`src/rtl/frac_mac_pkg.sv`:
```
package frac_mac_pkg;
  typedef enum logic [3:0] {
    OP_NOP  = 4'd0,
    OP_CLR  = 4'd1,
    OP_LOAD = 4'd2,
    OP_MAC  = 4'd3,
    OP_ADDW = 4'd4,
    OP_ADDL = 4'd5,
    OP_ASL  = 4'd6,
    OP_ASR  = 4'd7,
    OP_RDR  = 4'd8,
    OP_RDT  = 4'd9,
    OP_SIDX = 4'd10,
    OP_SMSK = 4'd11
  } mac_op_e;
endpackage

```
`src/rtl/frac_mac_mul.sv`:
```
module frac_mac_mul #(
  parameter int DW = 16
) (
  input  logic [DW-1:0]   a_i,
  input  logic [DW-1:0]   b_i,
  output logic [2*DW-1:0] q_o
);
  localparam int PW = 2 * DW;

  logic signed [PW-1:0] prod;
  logic                 both_min;

  assign prod     = $signed(a_i) * $signed(b_i);
  assign both_min = (a_i == {1'b1, {(DW-1){1'b0}}}) && (b_i == {1'b1, {(DW-1){1'b0}}});

  // -1 x -1 maps to the largest Q31 value instead of wrapping to -1
  always_comb begin
    if (both_min) q_o = {1'b0, {(PW-1){1'b1}}};
    else          q_o = {prod[PW-2:0], 1'b0};
  end
endmodule

```
`src/rtl/frac_mac_acc.sv`:
```
module frac_mac_acc
  import frac_mac_pkg::*;
#(
  parameter int DW = 16,
  parameter int GW = 4,
  localparam int PW = 2 * DW,
  localparam int AW = PW + GW
) (
  input  logic          clk_i,
  input  logic          rst_ni,
  input  logic          valid_i,
  input  mac_op_e       op_i,
  input  logic [DW-1:0] a_i,
  input  logic [DW-1:0] b_i,
  input  logic [PW-1:0] prod_i,
  input  logic          sat_en_i,
  output logic [AW-1:0] acc_o,
  output logic [DW-1:0] rd_o,
  output logic          ev_o,
  output logic          mv_o
);
  localparam int EW = AW + 1;

  logic [AW-1:0] acc_q, acc_d;
  logic [DW-1:0] rd_q, rd_d;
  logic          ev_q, mv_q;
  logic [EW-1:0] res, acc_x;
  logic          arith, ev_set, mv_set;
  logic [AW-1:0] clamp;
  logic          in32;
  logic [PW-1:0] c32, src;
  logic [DW-1:0] hi, rnd;

  assign acc_x = {acc_q[AW-1], acc_q};

  // one extra bit above the accumulator keeps the exact sign of every result
  always_comb begin
    arith = 1'b1;
    res   = '0;
    unique case (op_i)
      OP_MAC:  res = acc_x + {{(EW-PW){prod_i[PW-1]}}, prod_i};
      OP_ADDW: res = acc_x + {{(EW-PW){a_i[DW-1]}}, a_i, {DW{1'b0}}};
      OP_ADDL: res = acc_x + {{(EW-PW){a_i[DW-1]}}, a_i, b_i};
      OP_ASL:  res = {acc_q, 1'b0};
      OP_ASR:  res = {acc_q[AW-1], acc_q[AW-1], acc_q[AW-1:1]};
      default: arith = 1'b0;
    endcase
  end

  assign ev_set = arith && !((&res[EW-1:PW-1]) || !(|res[EW-1:PW-1]));
  assign mv_set = arith && (res[EW-1] ^ res[EW-2]);
  assign clamp  = res[EW-1] ? {{(GW+1){1'b1}}, {(PW-1){1'b0}}}
                            : {{(GW+1){1'b0}}, {(PW-1){1'b1}}};

  // read path
  assign in32 = (&acc_q[AW-1:PW-1]) || !(|acc_q[AW-1:PW-1]);
  assign c32  = in32 ? acc_q[PW-1:0]
                     : (acc_q[AW-1] ? {1'b1, {(PW-1){1'b0}}} : {1'b0, {(PW-1){1'b1}}});
  assign src  = sat_en_i ? c32 : acc_q[PW-1:0];
  assign hi   = src[PW-1:DW];

  always_comb begin
    rnd = hi + {{(DW-1){1'b0}}, src[DW-1]};
    if (sat_en_i && src[DW-1] && (hi == {1'b0, {(DW-1){1'b1}}})) rnd = hi;
  end

  always_comb begin
    acc_d = acc_q;
    rd_d  = rd_q;
    if (arith) acc_d = (sat_en_i && ev_set) ? clamp : res[AW-1:0];
    unique case (op_i)
      OP_CLR:  acc_d = '0;
      OP_LOAD: acc_d = {{GW{a_i[DW-1]}}, a_i, b_i};
      OP_RDR:  rd_d  = rnd;
      OP_RDT:  rd_d  = hi;
      default: ;
    endcase
  end

  always_ff @(posedge clk_i or negedge rst_ni) begin
    if (!rst_ni) begin
      acc_q <= '0;
      rd_q  <= '0;
      ev_q  <= 1'b0;
      mv_q  <= 1'b0;
    end else if (valid_i) begin
      acc_q <= acc_d;
      rd_q  <= rd_d;
      if (op_i == OP_CLR || op_i == OP_LOAD) begin
        ev_q <= 1'b0;
        mv_q <= 1'b0;
      end else begin
        ev_q <= ev_q | ev_set | mv_set;
        mv_q <= mv_q | mv_set;
      end
    end
  end

  assign acc_o = acc_q;
  assign rd_o  = rd_q;
  assign ev_o  = ev_q;
  assign mv_o  = mv_q;

  a_r6_clear_zero: assert property (@(posedge clk_i) disable iff (!rst_ni)
    valid_i && op_i == OP_CLR |=> acc_q == '0 && !ev_q && !mv_q);
  a_r3_ev_sticky: assert property (@(posedge clk_i) disable iff (!rst_ni)
    ev_q && !(valid_i && (op_i == OP_CLR || op_i == OP_LOAD)) |=> ev_q);
  a_r4_mv_implies_ev: assert property (@(posedge clk_i) disable iff (!rst_ni)
    mv_q |-> ev_q);
  a_r5_sat_in_range: assert property (@(posedge clk_i) disable iff (!rst_ni)
    valid_i && sat_en_i && (op_i inside {OP_MAC, OP_ADDW, OP_ADDL, OP_ASL, OP_ASR})
    |=> ((&acc_q[AW-1:PW-1]) || !(|acc_q[AW-1:PW-1])));
  a_r10_idle_hold: assert property (@(posedge clk_i) disable iff (!rst_ni)
    !valid_i |=> $stable(acc_q) && $stable(rd_q) && $stable(ev_q) && $stable(mv_q));
  a_r8_read_keeps_acc: assert property (@(posedge clk_i) disable iff (!rst_ni)
    valid_i && (op_i == OP_RDR || op_i == OP_RDT) |=> $stable(acc_q));
endmodule

```
`src/rtl/frac_mac_idx.sv`:
```
module frac_mac_idx
  import frac_mac_pkg::*;
#(
  parameter int IW   = 16,
  parameter int STEP = 2
) (
  input  logic          clk_i,
  input  logic          rst_ni,
  input  logic          valid_i,
  input  mac_op_e       op_i,
  input  logic [IW-1:0] val_i,
  output logic [IW-1:0] idx_o
);
  logic [IW-1:0] idx_q, mask_q, inc;

  assign inc = idx_q + IW'(STEP);

  always_ff @(posedge clk_i or negedge rst_ni) begin
    if (!rst_ni) begin
      idx_q  <= '0;
      mask_q <= '1;
    end else if (valid_i) begin
      unique case (op_i)
        OP_SIDX: idx_q  <= val_i;
        OP_SMSK: mask_q <= val_i;
        // masked bits count and wrap, the rest stay fixed
        OP_MAC:  idx_q  <= (idx_q & ~mask_q) | (inc & mask_q);
        default: ;
      endcase
    end
  end

  assign idx_o = idx_q;

  a_r9_upper_held: assert property (@(posedge clk_i) disable iff (!rst_ni)
    valid_i && op_i == OP_MAC |=> ((idx_q & ~mask_q) == ($past(idx_q) & ~$past(mask_q))));
  a_r10_idx_idle: assert property (@(posedge clk_i) disable iff (!rst_ni)
    !valid_i |=> $stable(idx_q) && $stable(mask_q));
endmodule

```
`src/rtl/frac_mac.sv`:
```
module frac_mac
  import frac_mac_pkg::*;
#(
  parameter int DW       = 16,
  parameter int GW       = 4,
  parameter int IW       = 16,
  parameter int IDX_STEP = 2,
  localparam int PW = 2 * DW,
  localparam int AW = PW + GW
) (
  input  logic          clk_i,
  input  logic          rst_ni,
  input  logic          valid_i,
  input  logic [3:0]    op_i,
  input  logic [DW-1:0] a_i,
  input  logic [DW-1:0] b_i,
  input  logic          sat_en_i,
  output logic [AW-1:0] acc_o,
  output logic [DW-1:0] rd_o,
  output logic          ev_o,
  output logic          mv_o,
  output logic [IW-1:0] x_idx_o,
  output logic [IW-1:0] y_idx_o
);
  mac_op_e       op;
  logic [PW-1:0] prod;
  logic [IW-1:0] idx_val [2];
  logic [IW-1:0] idx_out [2];

  assign op = mac_op_e'(op_i);

  frac_mac_mul #(.DW(DW)) u_mul (
    .a_i (a_i),
    .b_i (b_i),
    .q_o (prod)
  );

  frac_mac_acc #(.DW(DW), .GW(GW)) u_acc (
    .clk_i    (clk_i),
    .rst_ni   (rst_ni),
    .valid_i  (valid_i),
    .op_i     (op),
    .a_i      (a_i),
    .b_i      (b_i),
    .prod_i   (prod),
    .sat_en_i (sat_en_i),
    .acc_o    (acc_o),
    .rd_o     (rd_o),
    .ev_o     (ev_o),
    .mv_o     (mv_o)
  );

  assign idx_val[0] = IW'(a_i);
  assign idx_val[1] = IW'(b_i);

  for (genvar g = 0; g < 2; g++) begin : g_idx
    frac_mac_idx #(.IW(IW), .STEP(IDX_STEP)) u_idx (
      .clk_i   (clk_i),
      .rst_ni  (rst_ni),
      .valid_i (valid_i),
      .op_i    (op),
      .val_i   (idx_val[g]),
      .idx_o   (idx_out[g])
    );
  end

  assign x_idx_o = idx_out[0];
  assign y_idx_o = idx_out[1];

  a_r2_min_product: assert property (@(posedge clk_i) disable iff (!rst_ni)
    valid_i && op == OP_CLR ##1 valid_i && op == OP_MAC && a_i == 16'h8000 && b_i == 16'h8000
    |=> acc_o == AW'(32'h7FFF_FFFF) && !ev_o);
endmodule

```
`config.mk`:
```
export PLATFORM = sky130hd
export DESIGN_NAME = frac_mac
export DESIGN_NICKNAME = d
export VERILOG_FILES = /design/src/rtl/frac_mac_pkg.sv /design/src/rtl/frac_mac_mul.sv /design/src/rtl/frac_mac_acc.sv /design/src/rtl/frac_mac_idx.sv /design/src/rtl/frac_mac.sv
export SDC_FILE = /design/constraint.sdc
export NUM_CORES = 1
export LEC_CHECK = 0
export ABC_AREA = 1
export BUFFER_PORTS_ARGS = -buffer_cell sky130_fd_sc_hd__buf_4
export CAP_MARGIN = 20
export CORE_UTILIZATION = 39
export CTS_BUF_LIST = sky130_fd_sc_hd__clkbuf_16
export DETAILED_ROUTE_END_ITERATION = 8
export PLACE_DENSITY = 0.54
export SLEW_MARGIN = 5
export SYNTH_ARGS = -nofsm -noshare
export SYNTH_HDL_FRONTEND = slang
export SYNTH_SLANG_ARGS = --single-unit
```
`constraint.sdc`:
```
create_clock -name clk_i -period 4.09 [get_ports clk_i]
set_input_delay 0.2045 -clock clk_i [delete_from_list [all_inputs] [get_ports clk_i]]
set_output_delay 0.2045 -clock clk_i [all_outputs]
set_load 0.02 [all_outputs]
```
==> metrics.csv, run 1 <==
metric,value,unit
antenna_found_initial,0,
slowest_delay,0.59,ns
globalplace.congestion,0.950,
drv_cap,0,
placed_cell_area,0.0256,mm²
netlist_top_cells_area,"fa_1 (25%), nand2_1 (15%), inv_1 (12%)",
min_period,7.66,ns
cts_tree,yes,
worstSetupPathType,primary input to register,
syn_avg_cell_area,6.95,µm²
dieWidth,234,µm
syn-num-nets,3470,
status,"finished, violations left",
vias,21400,
tightest_slew,0.990,ns
slowest_stage,fa_1,
crit_buf_inv,10,
clockBufferDepth,2,
numCtsBuffers,17,
synth_commonest_cells,"nand2_1 (815), inv_1 (688), fa_1 (258), a21oi_1 (162), nor2_1 (159)",
violations,"design-rule violations, negative setup slack",
cts.sinks,116,
cts_root_buf,clkbuf_16,
skew,0.0119,ns
grt_pass1_vias,21600,
yosysTopAreaCell,fa_1,
netlist_area,0.0210,mm²
ys_types,59,
clock.fmax,0.131,GHz
cpLargestDelayFamily,adder cells,
ys_seq_area_share,14.0,%
drtPass1Iterations,9,
stdcell_count,4188,
via_per_inst,5.11,
hold_viol,0,
nNetsFinal,3931,
antenna_cells,0,
row_count,84,
yosys.area.top_type_share,24.6,%
final_cell_area,0.0280,mm²
antenna_left,0,
hold_class,primary input to register,
crit_path_max_fanout,13,
cp-start-kind,primary input,
dpl.cell_count,4125,
syn_inst,3026,
ys_ff_latch,116,
utilization,53.0,%
drc,8,
period_share,187,%
clock_latency,0.45,ns
avgRoutedWirePerCell,19.0,µm
syn2layout_area_growth,33.3,%
synth_flop_cell,dfrtp_1,
clk_pin_slew_worst_paths,0.06,ns
core-area,0.0529,mm²
worst_slack,-3.57,ns
setup_viol,38,
overflow,0,
drt-initial-drc-count,1442,
synth_most_common_cell,nand2_1,
initial_utilization,39.8,%
critPathCaptureType,register,
synth_edf_count,0,
grt_max_degree,60,
crit_arrival,8.05,ns
portBuffers,125,
top_level_ports,126,
final_max_slew_viol_count,0,
drt_wl_total,79700,µm
hpwl,64900,µm
max-slew-margin-rel,33.9,%
async_flop_share,100,%
grt_pass1_wl,122000,µm
rsz0062_at_grt,yes,
grt.total_usage,29.6,%
die-area,0.0549,mm²
layout-drive-gt1-share,26.1,%
synth_warnings,0,
worstPathRequired,4.48,ns
die_h,234,µm
htree_levels,4,
fill_cells,5129,
finalSetupTns,-132.89,ns
## layout by cell type (no fill, tap or decap), types with 19 or more instances in the layout
master,instances
o22ai_1,30
a21oi_1,139
a21oi_2,23
or2_2,19
buf_4,496
clkbuf_16,22
nand3_1,118
nor3_1,22
nand2_2,43
nand2_1,767
fa_1,248
nor2_1,138
nand3_2,25
buf_6,19
ha_1,109
inv_2,36
xor2_1,31
nand4_1,19
dfrtp_1,86
ha_4,37
o21ai_0,87
inv_1,659
dfstp_2,30
## cell type report
class | count | area [µm²] | share of cell area [%]
inverter | 699 | 2640 | 9.42
clock buffer | 17 | 425 | 1.52
timing repair buffer | 555 | 4710 | 16.8
clock inverter | 15 | 250 | 0.893
sequential | 116 | 2940 | 10.5
multi-input combinational | 2098 | 16200 | 57.8
tap | 688 | 861 | 3.07
## path summary, 6_finish.rpt
path	slack, ns	end	start	cells after the start
worst max-delay path	-3.57	u_acc.acc_o[10]$_DFFE_PN0P_	a_i[9]	47
worst min-delay path	0.04	u_acc.mv_o$_DFFE_PN0P_	valid_i	2
worst max register to register	0.21	u_acc.acc_o[10]$_DFFE_PN0P_	u_acc.acc_o[18]$_DFFE_PN0P_	29
worst min register to register	0.48	g_idx[0].u_idx.idx_o[0]$_DFFE_PN0P_	g_idx[0].u_idx.idx_o[0]$_DFFE_PN0P_	2
max in group asynchronous	2.63	g_idx[0].u_idx.mask_q[15]$_DFFE_PN1P_	rst_ni	3
min in group asynchronous	0.41	g_idx[0].u_idx.idx_o[0]$_DFFE_PN0P_	rst_ni	2
## per-layer routing
layer  routed length (µm)  up-vias  track usage, %  share of wire [%]
met5                    0        -               0                  0
met4                 2750        0            9.90                3.5
met3                 5500      116            5.08                6.9
met2                35400      672            46.8                 44
met1                36100    10400            40.6                 45
li1                     -    10200               -                  -
## logic make-up (layout without fill, tap and decap cells)
logic type | after synthesis | in the layout | share of synthesized area [%]
mux | 14 | 14 | 0.720
compound gates | 402 | 402 | 10.9
fa+ha+maj | 404 | 404 | 33.2
buf+inv | 812 | 1286 | 14.7
flops | 116 | 116 | 14.0
simple gates | 1230 | 1230 | 24.4
xor+xnor | 48 | 48 | 2.00
## timing repair
item / 4_1_cts / 5_1_grt
hold buffers: 1 / 0
pin swaps: 55 / 72
setup buffers: 18 / 5
cloned: 2 / 5
resized for setup: 168 / 156
endpoints found under the setup margin: 38 / 38
hold endpoints to repair: 46 / 0
## stage by stage
stage	setup slack, ns	hold slack, ns
2_1_floorplan	-3.52	-0.0911
3_3_place_gp	-4.31	0.343
3_5_place_dp	-4.40	0.350
4_1_cts	-3.48	0.0229
5_1_grt	-3.92	0.0279
6_report	-3.57	0.0435
Power of run 1 is not shown: default switching activity piles up to over one toggle a cycle in this logic, so the estimate is an artifact.
==> inputs of run 2 (changes only) <==
CTS_BUF_LIST = not set   (was sky130_fd_sc_hd__clkbuf_16)
==> metrics.csv, run 2 (synthesized netlist as in run 1, its figures left out) <==
metric,value,unit
via_per_inst,5.11,
portBuffers,125,
worst_slack,-3.56,ns
dieWidth,234,µm
placed_cell_area,0.0256,mm²
slowest_stage,fa_1,
drt_wl_total,79800,µm
final_cell_mix,"nand2_1 (767), inv_1 (658), buf_4 (496)",
clk_pin_slew_worst_paths,0.06,ns
grt_max_degree,60,
grt_pass1_wl,122000,µm
antenna_found_initial,0,
nNetsFinal,3931,
cp-start-kind,primary input,
final_max_slew_viol_count,0,
tightest_slew,1.00,ns
top_level_ports,126,
drtPass1Iterations,9,
setup_viol,38,
numCtsBuffers,17,
dp_worst_setup_slack,-4.40,ns
stdcell_count,4188,
violations,"design-rule violations, negative setup slack",
globalplace.congestion,0.950,
dpl.cell_count,4125,
die-area,0.0549,mm²
skew,0.0118,ns
multiInputGateArea,0.0162,mm²
cts_root_buf,clkbuf_16,
layout_commonest_cell,nand2_1,
layout-drive-gt1-share,26.1,%
row_count,84,
cpLargestDelayFamily,adder cells,
drv_cap,0,
htree_levels,4,
utilization,53.0,%
hold_viol,0,
grt_pass1_vias,21600,
overflow,0,
clockBufferDepth,2,
register_area,0.00294,mm²
avgRoutedWirePerCell,19.0,µm
status,"finished, violations left",
worstPathRequired,4.48,ns
min_period,7.65,ns
initial_utilization,39.8,%
final_cell_area,0.0280,mm²
core-area,0.0529,mm²
grt.total_usage,29.6,%
critPathCaptureType,register,
drc,8,
cts.sinks,116,
syn2layout_area_growth,33.3,%
clock.fmax,0.131,GHz
period_share,187,%
clock_latency,0.45,ns
fill_cells,5130,
crit_path_max_fanout,13,
cts_tree,yes,
worstSetupPathType,primary input to register,
hold_class,primary input to register,
slowest_delay,0.59,ns
antenna_left,0,
hpwl,64900,µm
crit_buf_inv,10,
rsz0062_at_grt,yes,
vias,21400,
antenna_cells,0,
max-slew-margin-rel,33.1,%
drt-initial-drc-count,1450,
crit_arrival,8.04,ns
die_h,234,µm
[run 2: what timing repair did]
action                     in CTS  in global routing
setup endpoints to repair      38                 38
hold endpoints to repair       46                  0
hold buffers                    1                  0
cloned                          2                  5
resized for setup             168                156
pin swaps                      55                 72
buffers inserted               18                  5
[run 2: area by class of cell]
type	instances	area share [%]
Multi-Input combinational cell	2098	57.8
Timing Repair Buffer	555	16.8
Sequential cell	116	10.5
Inverter	699	9.42
Tap cell	688	3.07
Clock buffer	19	1.58
Clock inverter	13	0.866
[run 2: stage by stage]
step / hold WS (ns) / setup TNS [ns]
final: 0.0430 / -132.84
after global routing: 0.0279 / -146.35
after CTS: 0.0229 / -130.25
after detailed placement: 0.350 / -164.86
after global placement: 0.343 / -162.10
after floorplan: -0.0911 / -131.57
[run 2: routing by layer]
metal / track usage [%] / vias up / wire length [µm]
met2: 46.8 / 669 / 35400
met1: 40.6 / 10400 / 36100
met4: 9.90 / 0 / 2790
li1: - / 10200 / -
met5: 0 / - / 0
met3: 5.08 / 119 / 5430
[run 2: final timing paths]
kind / endpoint / slack, ns / startpoint / cells past startpoint
worst max register to register: u_acc.acc_o[10]$_DFFE_PN0P_ / 0.22 / u_acc.acc_o[18]$_DFFE_PN0P_ / 29
worst max-delay path: u_acc.acc_o[10]$_DFFE_PN0P_ / -3.56 / a_i[9] / 47
worst min-delay path: u_acc.mv_o$_DFFE_PN0P_ / 0.04 / valid_i / 2
worst min register to register: g_idx[0].u_idx.idx_o[0]$_DFFE_PN0P_ / 0.48 / g_idx[0].u_idx.idx_o[0]$_DFFE_PN0P_ / 2
min in group asynchronous: g_idx[0].u_idx.idx_o[0]$_DFFE_PN0P_ / 0.41 / rst_ni / 2
max in group asynchronous: g_idx[0].u_idx.mask_q[15]$_DFFE_PN1P_ / 2.63 / rst_ni / 3
Power of run 2 is left out for the same reason.
